<file path="config.mk">
export PLATFORM = sky130hd
export DESIGN_NAME = drv_fault_guard
export DESIGN_NICKNAME = d
export VERILOG_FILES = /design/src/rtl/drv_fault_pkg.sv /design/src/rtl/drv_fault_sync.sv /design/src/rtl/drv_fault_chan.sv /design/src/rtl/drv_fault_datapath.sv /design/src/rtl/drv_fault_ctrl.sv /design/src/rtl/drv_fault_guard.sv
export SDC_FILE = /design/constraint.sdc
export NUM_CORES = 1
export LEC_CHECK = 0
export ABC_AREA = 1
export ABC_CLOCK_PERIOD_IN_PS = 3250
export BUFFER_PORTS_ARGS = -buffer_cell sky130_fd_sc_hd__buf_2
export CAP_MARGIN = 20
export CORE_ASPECT_RATIO = 1.2
export CORE_UTILIZATION = 40
export DETAILED_ROUTE_END_ITERATION = 7
export GPL_ROUTABILITY_DRIVEN = 0
export HOLD_SLACK_MARGIN = 0.03
export PLACE_DENSITY = 0.57
export SYNTH_ARGS = -nofsm -noshare
export SYNTH_HDL_FRONTEND = slang
export SYNTH_SLANG_ARGS = --single-unit
</file>
<file path="constraint.sdc">
create_clock -name clk -period 3.25 [get_ports clk]
set_clock_uncertainty 0.1 [all_clocks]
set_input_delay 0.65 -clock clk [delete_from_list [all_inputs] [get_ports clk]]
set_output_delay 0.65 -clock clk [all_outputs]
set_load 0.05 [all_outputs]
</file>
<file path="src/rtl/drv_fault_pkg.sv">
package drv_fault_pkg;
  // Strobes from control to datapath
  typedef struct packed {
    logic clearAll;  // wipe every latched trip and counter
    logic latchEn;   // qualification of new overcurrent events allowed
  } faultStrobe_t;
endpackage

</file>
<file path="src/rtl/drv_fault_sync.sv">
module drv_fault_sync #(
  parameter int WIDTH = 1
) (
  input  logic             clk,
  input  logic             rstN,
  input  logic [WIDTH-1:0] asyncIn,
  output logic [WIDTH-1:0] syncOut
);
  logic [WIDTH-1:0] stageA;
  logic [WIDTH-1:0] stageB;

  always_ff @(posedge clk or negedge rstN) begin
    if (!rstN) begin
      stageA <= '0;
      stageB <= '0;
    end else begin
      stageA <= asyncIn;
      stageB <= stageA;
    end
  end

  assign syncOut = stageB;

  AST_SYNC_DELAY: assert property (@(posedge clk) disable iff (!rstN)
    $past(rstN) |-> (stageB == $past(stageA)));
endmodule

</file>
<file path="src/rtl/drv_fault_chan.sv">
module drv_fault_chan #(
  parameter int FILT_CYC = 100
) (
  input  logic clk,
  input  logic rstN,
  input  logic ocSync,
  input  logic clearAll,
  input  logic latchEn,
  output logic tripQ
);
  localparam int CNT_W = (FILT_CYC > 1) ? $clog2(FILT_CYC) : 1;
  localparam logic [CNT_W-1:0] LIMIT = CNT_W'(FILT_CYC - 1);

  logic [CNT_W-1:0] runCnt;

  always_ff @(posedge clk or negedge rstN) begin
    if (!rstN) begin
      runCnt <= '0;
      tripQ  <= 1'b0;
    end else if (clearAll) begin
      runCnt <= '0;
      tripQ  <= 1'b0;
    end else if (tripQ) begin
      runCnt <= '0;
    end else if (ocSync && latchEn) begin
      if (runCnt == LIMIT) begin
        runCnt <= '0;
        tripQ  <= 1'b1;
      end else begin
        runCnt <= runCnt + 1'b1;
      end
    end else begin
      runCnt <= '0;
    end
  end

  AST_TRIP_NEEDS_OC: assert property (@(posedge clk) disable iff (!rstN)
    $rose(tripQ) |-> ($past(ocSync) && $past(latchEn)));
  AST_CNT_BOUND: assert property (@(posedge clk) disable iff (!rstN)
    runCnt <= LIMIT);
  AST_TRIP_STICKY: assert property (@(posedge clk) disable iff (!rstN)
    (tripQ && !clearAll) |=> tripQ);
  AST_CLEAR_TRIP: assert property (@(posedge clk) disable iff (!rstN)
    clearAll |=> (!tripQ && runCnt == '0));
endmodule

</file>
<file path="src/rtl/drv_fault_datapath.sv">
module drv_fault_datapath
  import drv_fault_pkg::*;
#(
  parameter int NCH      = 8,
  parameter int FILT_CYC = 100
) (
  input  logic           clk,
  input  logic           rstN,
  input  logic [NCH-1:0] ocIn,
  input  logic           overTempIn,
  input  logic           underVoltIn,
  input  logic           enRstIn,
  input  faultStrobe_t   strobe,
  output logic [NCH-1:0] tripVec,
  output logic           otSync,
  output logic           uvSync,
  output logic           enSync,
  output logic           anyTrip
);
  localparam int SYNC_W = NCH + 3;

  logic [SYNC_W-1:0] rawBus;
  logic [SYNC_W-1:0] syncBus;
  logic [NCH-1:0]    ocSync;

  assign rawBus = {enRstIn, underVoltIn, overTempIn, ocIn};

  drv_fault_sync #(.WIDTH(SYNC_W)) u_sync (
    .clk    (clk),
    .rstN   (rstN),
    .asyncIn(rawBus),
    .syncOut(syncBus)
  );

  assign ocSync = syncBus[NCH-1:0];
  assign otSync = syncBus[NCH];
  assign uvSync = syncBus[NCH+1];
  assign enSync = syncBus[NCH+2];

  for (genvar ch = 0; ch < NCH; ch++) begin : g_chan
    drv_fault_chan #(.FILT_CYC(FILT_CYC)) u_chan (
      .clk     (clk),
      .rstN    (rstN),
      .ocSync  (ocSync[ch]),
      .clearAll(strobe.clearAll),
      .latchEn (strobe.latchEn),
      .tripQ   (tripVec[ch])
    );
  end

  assign anyTrip = |tripVec;

  AST_CLEAR_MASK: assert property (@(posedge clk) disable iff (!rstN)
    strobe.clearAll |=> (tripVec == '0));
  AST_NO_NEW_TRIP: assert property (@(posedge clk) disable iff (!rstN)
    !strobe.latchEn |=> ((tripVec & ~$past(tripVec)) == '0));
  AST_OT_NO_TRIP: assert property (@(posedge clk) disable iff (!rstN)
    (otSync && ocSync == '0) |=> ((tripVec & ~$past(tripVec)) == '0));
endmodule

</file>
<file path="src/rtl/drv_fault_ctrl.sv">
module drv_fault_ctrl
  import drv_fault_pkg::*;
(
  input  logic         clk,
  input  logic         rstN,
  input  logic         otSync,
  input  logic         uvSync,
  input  logic         enSync,
  input  logic         anyTrip,
  output faultStrobe_t strobe,
  output logic         globalOff,
  output logic         faultFlagN
);
  logic disableReq;

  // Low supply behaves like a held-high enable/reset pin
  assign disableReq      = enSync | uvSync;
  assign strobe.clearAll = disableReq;
  assign strobe.latchEn  = ~disableReq;
  assign globalOff       = disableReq | otSync;
  assign faultFlagN      = ~(anyTrip | otSync);

  AST_UV_NO_FLAG: assert property (@(posedge clk) disable iff (!rstN)
    (uvSync && !otSync && $past(uvSync)) |-> faultFlagN);
  AST_EN_RELEASE: assert property (@(posedge clk) disable iff (!rstN)
    (enSync && $past(enSync) && !otSync) |-> faultFlagN);
  AST_OT_FLAG: assert property (@(posedge clk) disable iff (!rstN)
    otSync |-> (!faultFlagN && globalOff));
  AST_FLAG_LATCHED: assert property (@(posedge clk) disable iff (!rstN)
    (!faultFlagN && !otSync) |-> anyTrip);
endmodule

</file>
<file path="src/rtl/drv_fault_guard.sv">
module drv_fault_guard
  import drv_fault_pkg::*;
#(
  parameter int NCH      = 8,
  parameter int FILT_CYC = 100
) (
  input  logic           clk,
  input  logic           rstN,
  input  logic [NCH-1:0] ocIn,
  input  logic           overTempIn,
  input  logic           underVoltIn,
  input  logic           enRstIn,
  output logic [NCH-1:0] chanOffMask,
  output logic           globalOff,
  output logic           faultFlagN
);
  faultStrobe_t strobe;
  logic otSync;
  logic uvSync;
  logic enSync;
  logic anyTrip;

  drv_fault_datapath #(.NCH(NCH), .FILT_CYC(FILT_CYC)) u_dp (
    .clk        (clk),
    .rstN       (rstN),
    .ocIn       (ocIn),
    .overTempIn (overTempIn),
    .underVoltIn(underVoltIn),
    .enRstIn    (enRstIn),
    .strobe     (strobe),
    .tripVec    (chanOffMask),
    .otSync     (otSync),
    .uvSync     (uvSync),
    .enSync     (enSync),
    .anyTrip    (anyTrip)
  );

  drv_fault_ctrl u_ctrl (
    .clk       (clk),
    .rstN      (rstN),
    .otSync    (otSync),
    .uvSync    (uvSync),
    .enSync    (enSync),
    .anyTrip   (anyTrip),
    .strobe    (strobe),
    .globalOff (globalOff),
    .faultFlagN(faultFlagN)
  );

  AST_RESET_QUIET: assert property (@(posedge clk)
    !rstN |=> (chanOffMask == '0 || !rstN));
endmodule

</file>
==> out/results.txt, run 1 <==
outcome: completed
crit share post-route: 70.6%
Cell Pwr Density: 465 nW/um2
Pint: 1.54 mW
Mapped Area: 3790 um2
First DRT Iteration DRCs: 86
peak supply drop: 0.294 mV
drc violations: 0
crit path launch type: flip-flop
clock share of power: 40.7%
Post-Syn Instances: 410
ANT cells: 0
Yosys cell types: 24
Seq pwr share: 55.8%
initial antenna violation count: 0
Rel. slew slack: 69.5%
FILL cells: 914
number of I/O pins: 23
switching pwr: 0.422 mW
grt ovf: 0
largest net degree at the start of global routing: 87
Fin Setup TNS: 0 ns
input/output buffers: 22
GRT Util Overall: 14.2%
std cell rows: 38
setup ws final: 0.955 ns
post-DP HPWL: 4330 um
clk buf depth: 2
CTS Buf Count: 9
detailed-route vias per instance: 4.53
# H-tree levels: 3
cell count after placement: 545
Total Wirelength: 6120 um
Place WS: 1.33 ns
unrepaired setup endpoints after global routing: no
post-placement cell area: 4010 um2
Hold Slack: 0.217 ns
initial core utilization: 41.6%
Synth Net Count: 431
register area share after synthesis: 56.7%
die area: 9880 um2
Final #Nets: 457
TritonRoute pass-1 iters: 6
Max Cap Viol: 0
utilization after layout: 46.4%
Layout area overhead: 11.5%
global-route wire length before repair: 10900 um
Tmin final: 2.29 ns
Layout Cells excl Fill: 561
Post-CTS Setup Bufs: 0
Final Max Slew Viols: 0
Clock Pin Slew Worst Setup and Hold Paths: 0.09 ns
combinational power share: 3.5%
Root Buffer: clkbuf_8
via count: 2543
Peak Freq: 0.436 GHz
endpoints failing setup: 0
Multi-input gate area: 1410 um2
Die W: 90.9 um
Setup CP Type: flip-flop to primary output
Clock Latency Late Sink: 0.36 ns
CP Data Arrival Time: 1.54 ns
Worst Path Max Fanout: 5
Post-CTS Hold Buffers: 0
Post-DRT Antenna Nets: 0
Reg area: 2150 um2
core area: 9130 um2
vias in the first global route: 2561
hold crit path type: input pin to async pin
Synth Warn #: 0
Avg Cell Area, Syn: 9.25 um2
WL/cell: 10.9 um
most frequent cells in the layout: dfrtp_1, nor2_1, nand2_1
Die H: 109 um
Seq cells post-synth: 86
CP Capture Type: primary output
CTS tree: done
clk sinks: 86
Worst-Margin Slew: 0.455 ns
share of cells above drive strength 1: 14.1%
Leakage: 2.01 nW
Final Instance Area: 4230 um2
Total Power: 1.97 mW
sw frac: 21.4%
Final Hold Fails: 0
Worst EP required: 2.50 ns
post-CTS sizing: 0
commonest non-fill, non-tap cell in the layout: dfrtp_1
==> registers in the layout (all words and copies together), names as in the netlist <==
register                   count
u_dp.g_chan.u_chan.runCnt     56
u_dp.g_chan.u_chan.tripQ       8
u_dp.u_sync.stageA            11
u_dp.u_sync.syncOut           11
==> layout make-up <==
| class | instances | area share, % |
|---|---|---|
| repair buffers | 24 | 3.31 |
| inverters | 44 | 3.90 |
| well taps | 120 | 3.55 |
| flip-flops and latches | 86 | 50.9 |
| clock buffers | 13 | 4.23 |
| clock inverters | 3 | 0.946 |
| multi-input cells | 271 | 33.2 |
==> metal layers <==
| layer | track usage (%) | share of wire (%) | vias up |
|---|---|---|---|
| met4 | 7.14 | 2.3 | 0 |
| li1 | - | - | 1326 |
| met1 | 17.8 | 49 | 1174 |
| met2 | 23.0 | 45 | 31 |
| met5 | 0 | 0 | - |
| met3 | 3.84 | 3.7 | 12 |
==> path summary, 6_finish.rpt <==
path                                        startpoint                               to  slack [ns]  depth (start not counted)
max in group asynchronous                         rstN  u_dp.g_chan[7].u_chan.runCnt[4]        2.48                          2
hold reg to reg                  u_dp.u_sync.stageA[0]           u_dp.u_sync.syncOut[0]        0.25                          0
min in group clk                 u_dp.u_sync.stageA[0]           u_dp.u_sync.syncOut[0]        0.25                          0
setup reg to reg                u_dp.u_sync.syncOut[9]  u_dp.g_chan[6].u_chan.runCnt[5]        1.74                          6
setup / recovery           u_dp.g_chan[4].u_chan.tripQ                       faultFlagN        0.96                          4
hold / removal                                    rstN  u_dp.g_chan[3].u_chan.runCnt[3]        0.22                          2
==> cells in the mapped netlist <==
master,number,area [um2]
buf_6,1,11.3
o22ai_1,2,12.5
nor2_2,5,31.3
buf_4,8,60.1
a21oi_1,3,15.0
o21bai_1,5,37.5
nor2_1,85,319
ha_1,8,100
nand2_1,69,259
xnor2_1,8,70.1
nand3_1,30,150
o21ai_0,16,80.1
nor3_1,1,5.00
nand4_1,6,37.5
o21ai_2,4,35.0
inv_1,44,165
nor3b_1,3,22.5
dfrtp_1,86,2150
nor2_4,3,33.8
nand3b_1,1,7.51
o21ai_1,1,5.00
nand2_4,5,56.3
nand2_2,5,31.3
xor2_1,11,96.3
==> critical path, stage by stage (launching register included) <==
cell	delay, ns
dfrtp_1	0.45
nor2_1	0.14
nand3_1	0.08
nor3_1	0.21
buf_2	0.31
==> cells by family (layout without fill, tap and decap cells) <==
family | count (synthesis) | in the layout | share of synthesized area [%]
XOR/XNOR | 19 | 19 | 4.39
buffers and inverters | 53 | 84 | 6.23
AND/OR/NAND/NOR | 213 | 213 | 25.1
AO/OA/AOI/OAI | 31 | 31 | 4.88
flip-flops | 86 | 86 | 56.7
adder cells (fa/ha/maj) | 8 | 8 | 2.64
==> power groups by stage <==
| stage | Combinational, mW | Sequential, mW | Clock [mW] |
|---|---|---|---|
| finish | 0.0683 | 1.10 | 0.800 |
| global route | 0.0803 | 1.10 | 0.864 |
| CTS | 0.0717 | 1.10 | 0.824 |
| detailed placement | 0.0713 | 1.12 | 0 |
| global placement | 0.0716 | 1.12 | 0 |
| floorplan | 0.0324 | 1.12 | 0 |
Power figures use the tool's default switching activity.
==> run 2, diff against run 1 <==
ABC_AREA = 0   (was 1)
ABC_CLOCK_PERIOD_IN_PS = 2200   (was 3250)
clock period = 2.2 ns   (was 3.25 ns; I/O delays follow)
==> run 2 against run 1 <==
Effect of this change:
- first-iteration DRC count is 4.7% higher
- hold slack worse by 0.15 ns
- sequential share of layout area is 2.4 points higher
- power is 52% higher
- register-to-register slack worse by 1.2 ns
- highest routed layer unchanged
==> out/results.txt, run 2 <==
number of I/O pins: 23 (unchanged)
# H-tree levels: 3 (unchanged)
Root Buffer: clkbuf_8
CTS tree: done
Synth Warn #: 0 (unchanged)
worst path cell trace: or3_2 -> buf_2
Layout area overhead: 12.8%
Worst-Margin Slew: 0.470 ns (+0.0148 ns)
Clock Pin Slew Worst Setup and Hold Paths: 0.10 ns (about the same)
CP bufs+invs: 1 (unchanged)
ANT cells: 0 (unchanged)
Reg area: 2150 um2 (about the same)
Post-DRT Antenna Nets: 0 (unchanged)
First DRT Iteration DRCs: 90 (+4.7%)
detailed-route vias per instance: 4.96 (+9.4%)
Leakage: 1.74 nW (-13%)
Crit-path slowest cell: dfrtp_1
input/output buffers: 22 (unchanged)
hold crit path type: input pin to flip-flop
Seq cells post-synth: 86 (unchanged)
endpoints failing setup: 0 (unchanged)
Synth Net Count: 338 (-22%)
Yosys top cell area share: 60.0% (+3.3 points)
commonest non-fill, non-tap cell in the layout: dfrtp_1
max reg flops: 56 (unchanged)
post-DP HPWL: 4120 um (-4.9%)
Synth area leader: dfrtp_1
number of synthesized flops with an enable pin: 0 (unchanged)
ys async rst share: 100% (unchanged)
largest stage delay on the critical path: 0.51 ns (+0.06 ns)
Die W: 88.4 um (-2.7%)
Post-Syn Instances: 317 (-23%)
Peak Freq: 0.470 GHz
utilization after layout: 46.7% (+0.37 points)
most frequent cells in the layout: dfrtp_1, nor2_1, nand3_1
largest delay contributor family on the critical path: flip-flops
GRT Util Overall: 15.1% (+0.85 points)
CTS Buf Count: 9 (unchanged)
Yosys cell types: 33 (+38%)
crit path launch type: flip-flop
CP Capture Type: primary output
share of cells above drive strength 1: 14.9% (+0.88 points)
Final Max Slew Viols: 0 (unchanged)
CP Data Arrival Time: 1.59 ns (+0.05 ns)
core area: 8660 um2 (-5.2%)
crit share post-route: 96.7%
Worst EP required: 1.66 ns (-0.84 ns)
clk buf depth: 2 (unchanged)
most frequent cell after synthesis: dfrtp_1
largest register by flop count: u_dp.g_chan.u_chan.runCnt
WL/cell: 13.0 um (+19%)
Mapped Area: 3580 um2 (-5.5%)
FILL cells: 822 (-10%)
drc violations: 0 (unchanged)
grt ovf: 0 (unchanged)
Clock Latency Late Sink: 0.37 ns (about the same)
TritonRoute pass-1 iters: 4 (-2)
Final Hold Fails: 0 (unchanged)
Tmin final: 2.13 ns
Commonest cells post-synth: dfrtp_1, nor2_1, nand3_1
Worst Path Max Fanout: 10 (+5)
vias in the first global route: 2308 (-9.9%)
clk sinks: 86 (unchanged)
Die H: 106 um (-2.7%)
Multi-input gate area: 1320 um2 (-6.3%)
initial antenna violation count: 0 (unchanged)
largest cells by area after synthesis: dfrtp_1, nor2_1, xnor2_1, nand3_1, ha_1
peak supply drop: 0.364 mV (+24%)
global-route wire length before repair: 10600 um (-2.7%)
Final #Nets: 364 (-20%)
Fin Setup TNS: 0 ns (unchanged)
Max Cap Viol: 0 (unchanged)
initial core utilization: 41.4% (-0.15 points)
unrepaired setup endpoints after global routing: yes
std cell rows: 37 (-2.6%)
Total Wirelength: 6030 um (-1.4%)
Rel. slew slack: 68.2% (-1.2 points)
most common flop cell mapped by yosys: dfrtp_1
via count: 2307 (-9.3%)
register area share after synthesis: 60.0% (+3.3 points)
Cell Pwr Density: 737 nW/um2 (+59%)
outcome: completed
die area: 9350 um2 (-5.4%)
Avg Cell Area, Syn: 11.3 um2 (+22%)
largest net degree at the start of global routing: 87 (unchanged)
Setup CP Type: flip-flop to primary output
==> run 2: changes by cell type after synthesis, moves of 8 or more <==
cell / change
nor2_1: -48
inv_1: -33
nand3_1: -8
nor4b_1: +10
and2_1: +14
a21oi_1: +11
nand2_1: -52
or3_1: +16
==> run 2: logic make-up after synthesis <==
group | after synthesis | synth area share, %
simple gates | 129 | 19.6
flops | 86 | 60.0
compound gates | 47 | 7.85
xor+xnor | 24 | 5.86
buf+inv | 22 | 3.60
fa+ha+maj | 8 | 2.79
mux | 1 | 0.279
==> run 2: path summary, 6_finish.rpt <==
kind | end | slack [ns] | from | depth (start not counted)
min reg2reg | u_dp.u_sync.syncOut[4] | 0.26 | u_dp.u_sync.stageA[4] | 0
min in group asynchronous | u_dp.g_chan[5].u_chan.runCnt[5] | 0.53 | rstN | 3
max in group asynchronous | u_dp.g_chan[0].u_chan.runCnt[5] | 1.09 | rstN | 3
min | u_dp.u_sync.stageA[4] | 0.07 | ocIn[4] | 1
max | globalOff | 0.07 | u_dp.u_sync.syncOut[10] | 2
max reg2reg | u_dp.g_chan[1].u_chan.runCnt[6] | 0.54 | u_dp.u_sync.syncOut[10] | 3
==> run 2: through the flow <==
stage | hold slack, ns | power, mW | cells | setup WS (ns) | area (um2)
after floorplan | 0.0444 | 1.69 | 317 | 0.0747 | 3590
after global placement | 0.236 | 1.75 | 447 | 0.444 | 3790
after detailed placement | 0.237 | 1.75 | 447 | 0.420 | 3790
after CTS | 0.0519 | 3.03 | 464 | 0.00684 | 4030
after global routing | 0.0362 | 3.13 | 465 | -0.0157 | 4050
final | 0.0688 | 2.98 | 465 | 0.0725 | 4050
==> run 2: repair_timing <==
| action | in CTS | in global routing |
|---|---|---|
| hold endpoints to repair | 78 | 0 |
| resized for setup | 0 | 4 |
| hold buffers | 1 | 0 |
| setup buffers | 0 | 1 |
| endpoints found under the setup margin | 0 | 2 |
==> run 2: worst reg2reg max path, stage by stage (launching register included) <==
cell and delay (ns):
dfrtp_1 0.51, or2_1 0.40, or3_1 0.40, nor3_2 0.18
==> run 2: per-layer routing <==
| metal | vias to the layer above | wire (um) | GRT usage [%] |
|---|---|---|---|
| li1 | 1150 | - | - |
| met1 | 1119 | 2920 | 19.9 |
| met2 | 30 | 2730 | 21.9 |
| met3 | 8 | 274 | 5.95 |
| met4 | 0 | 104 | 6.22 |
| met5 | - | 0 | 0 |
==> run 2: cell type report <==
cell class | count | area share [%]
clock buffer | 9 | 3.06
clock inverter | 7 | 2.57
inverter | 11 | 1.02
multi-input combinational | 209 | 32.5
sequential | 86 | 53.2
tap | 117 | 3.62
timing repair buffer | 26 | 3.96
==> run 2: power breakdown <==
part           internal [mW]  switching (mW)  total [mW]
logic                 0.0302          0.0607      0.0909
clock network          0.655           0.608        1.26
registers               1.61          0.0202        1.63
total                   2.29           0.689        2.98
==> run 3, diff against run 2 <==
BUFFER_PORTS_ARGS = unset   (was -buffer_cell sky130_fd_sc_hd__buf_2)
DONT_BUFFER_PORTS = 1   (was unset)
PLACE_DENSITY = 0.55   (was 0.57)
==> run 3 against run 2 <==
Effect of this change:
- the run now ends with hold timing left
- utilization is 0.17 points lower
- hold slack worse by 0.39 ns
- global-route usage is 0.49 points higher
- non-clock buffer count is 6 lower
- first-iteration DRC count is 22% lower
- sequential share of layout area is 0.17 points higher
==> out/results.txt, run 3 (same netlist as run 2, synthesis figures left out) <==
outcome: complete, but fails checks
failing checks: hold timing
Post-DRT Antenna Nets: 0 (unchanged)
share of cells above drive strength 1: 9.97% (-5.0 points)
Max Cap Viol: 0 (unchanged)
Die W: 88.4 um (unchanged)
ANT cells: 0 (unchanged)
GRT Util Overall: 15.6% (+0.49 points)
Rel. slew slack: 67.4% (-0.88 points)
core area: 8660 um2 (unchanged)
commonest non-fill, non-tap cell in the layout: dfrtp_1
Final #Nets: 358 (-1.6%)
Peak Freq: 0.473 GHz (+0.60%)
sw frac: 21.1% (-2.0 points)
post-DP HPWL: 4260 um (+3.4%)
Die H: 106 um (unchanged)
CP Data Arrival Time: 1.57 ns (-0.02 ns)
# H-tree levels: 3 (unchanged)
Cell Pwr Density: 684 nW/um2 (-7.1%)
unrepaired setup endpoints after global routing: no
worst path cell trace: or3_2
Worst-Margin Slew: 0.483 ns (+0.0130 ns)
FILL cells: 832 (+1.2%)
Total Wirelength: 6230 um (+3.3%)
via count: 2242 (-2.8%)
clk sinks: 86 (unchanged)
Worst Path Max Fanout: 10 (unchanged)
initial antenna violation count: 0 (unchanged)
First DRT Iteration DRCs: 70 (-22%)
utilization after layout: 46.6% (-0.17 points)
peak supply drop: 0.330 mV (-9.5%)
Root Buffer: clkbuf_8
global-route wire length before repair: 10900 um (+2.1%)
Leakage: 1.71 nW (-2.2%)
Final Hold Fails: 86 (+86)
clk buf depth: 2 (unchanged)
Place WS: 0.473 ns (+0.0524 ns)
Post-CTS Hold Buffers: 11 (+10)
Crit-path slowest cell: or3_2
setup ws final: 0.0852 ns (+0.0127 ns)
CP bufs+invs: 0 (-1)
combinational power share: 2.2% (-0.8 points)
origin of the critical flop-to-flop path: u_dp.g_chan[6].u_chan.tripQ
Worst EP required: 1.66 ns (about the same)
CTS tree: done
CTS Buf Count: 9 (unchanged)
Tmin final: 2.11 ns (-0.0127 ns)
endpoints failing setup: 0 (unchanged)
max reg flops: 56 (unchanged)
R2R setup slack: 0.48 ns (-0.06 ns)
largest stage delay on the critical path: 0.68 ns (+0.17 ns)
Fin Setup TNS: 0 ns (unchanged)
Setup CP Type: flip-flop to primary output
Pint: 2.18 mW (-5.0%)
CP Capture Type: primary output
Clock Pin Slew Worst Setup and Hold Paths: 0.08 ns (-0.02 ns)
largest delay contributor family on the critical path: simple AND/OR/NAND/NOR gates
cell count after placement: 432 (-3.4%)
grt ovf: 0 (unchanged)
WL/cell: 13.6 um (+4.9%)
hold crit path type: input pin to async pin
TritonRoute pass-1 iters: 4 (unchanged)
clock share of power: 38.8% (-3.6 points)
largest net degree at the start of global routing: 87 (unchanged)
Final Instance Area: 4030 um2 (-0.37%)
number of I/O pins: 23 (unchanged)
Layout area overhead: 12.4%
Hold Slack: -0.323 ns (-0.392 ns)
most frequent cells in the layout: dfrtp_1, nor2_1, nand3_1
drc violations: 0 (unchanged)
r2r endpoint: u_dp.g_chan[6].u_chan.runCnt[3]
std cell rows: 37 (unchanged)
crit share post-route: 96.1% (-0.58 points)
switching pwr: 0.581 mW (-16%)
die area: 9350 um2 (unchanged)
input/output buffers: 0 (-100%)
initial core utilization: 41.4% (unchanged)
Clock Latency Late Sink: 0.35 ns (-0.02 ns)
R2R depth: 4 (+1)
Layout Cells excl Fill: 458 (-1.5%)
Seq pwr share: 59.0% (+4.4 points)
crit path launch type: flip-flop
vias in the first global route: 2291 (-0.74%)
detailed-route vias per instance: 4.90 (-1.3%)
Final Max Slew Viols: 0 (unchanged)
Post-CTS Setup Bufs: 0 (unchanged)
largest register by flop count: u_dp.g_chan.u_chan.runCnt
post-placement cell area: 3720 um2 (-1.9%)
==> run 3: cell types whose count changed in the layout (fill, tap and decap cells not counted), moves of 2 or more <==
cell and change:
buf_2 -20, dlygate4sd3_1 +10, buf_4 +5, clkinv_2 +4, inv_6 -3, clkinv_4 -2
==> run 3: layout make-up <==
cell class | instances | area, um2 | area share, %
clock buffers | 10 | 138 | 3.42
clock inverters | 5 | 50.0 | 1.24
inverters | 11 | 41.3 | 1.02
multi-input cells | 209 | 1330 | 32.9
flip-flops and latches | 86 | 2150 | 53.4
well taps | 117 | 146 | 3.63
repair buffers | 20 | 178 | 4.41
==> run 3: power by group through the flow <==
| stage | logic (mW) | registers, mW | clock network [mW] |
|---|---|---|---|
| after CTS | 0.0598 | 1.63 | 1.12 |
| final | 0.0595 | 1.63 | 1.07 |
| after floorplan | 0.0424 | 1.65 | 0 |
| after detailed placement | 0.0444 | 1.66 | 0 |
| after global placement | 0.0444 | 1.66 | 0 |
| after global routing | 0.0667 | 1.63 | 1.18 |
==> run 3: stage by stage <==
| step | hold slack (ns) | power (mW) |
|---|---|---|
| after floorplan | 0.0444 | 1.69 |
| after global placement | 0.0469 | 1.71 |
| after detailed placement | 0.0467 | 1.71 |
| after CTS | -0.352 | 2.81 |
| after global routing | -0.356 | 2.88 |
| final | -0.323 | 2.76 |
==> run 3: what timing repair did <==
item	4_1_cts	5_1_grt
endpoints found under the hold margin	97	86
gates resized for setup	0	2
setup endpoints to repair	0	1
==> run 3: metal layers <==
layer / track usage [%] / part of all wire, %
met2: 22.7 / 46
met4: 8.29 / 2.3
met1: 20.0 / 46
met3: 5.56 / 5.3
met5: 0 / 0
==> run 3: worst max-delay path by stage <==
stage / from / to / slack [ns] / cells after the start
after floorplan: u_dp.g_chan[5].u_chan.tripQ / faultFlagN / 0.07 / 3
after global placement: u_dp.g_chan[5].u_chan.tripQ / faultFlagN / 0.45 / 4
after detailed placement: u_dp.u_sync.syncOut[9] / globalOff / 0.47 / 1
after CTS: u_dp.g_chan[5].u_chan.tripQ / faultFlagN / 0.05 / 4
after global routing: u_dp.g_chan[5].u_chan.tripQ / faultFlagN / 0.007 / 4
final: u_dp.u_sync.syncOut[9] / globalOff / 0.09 / 1
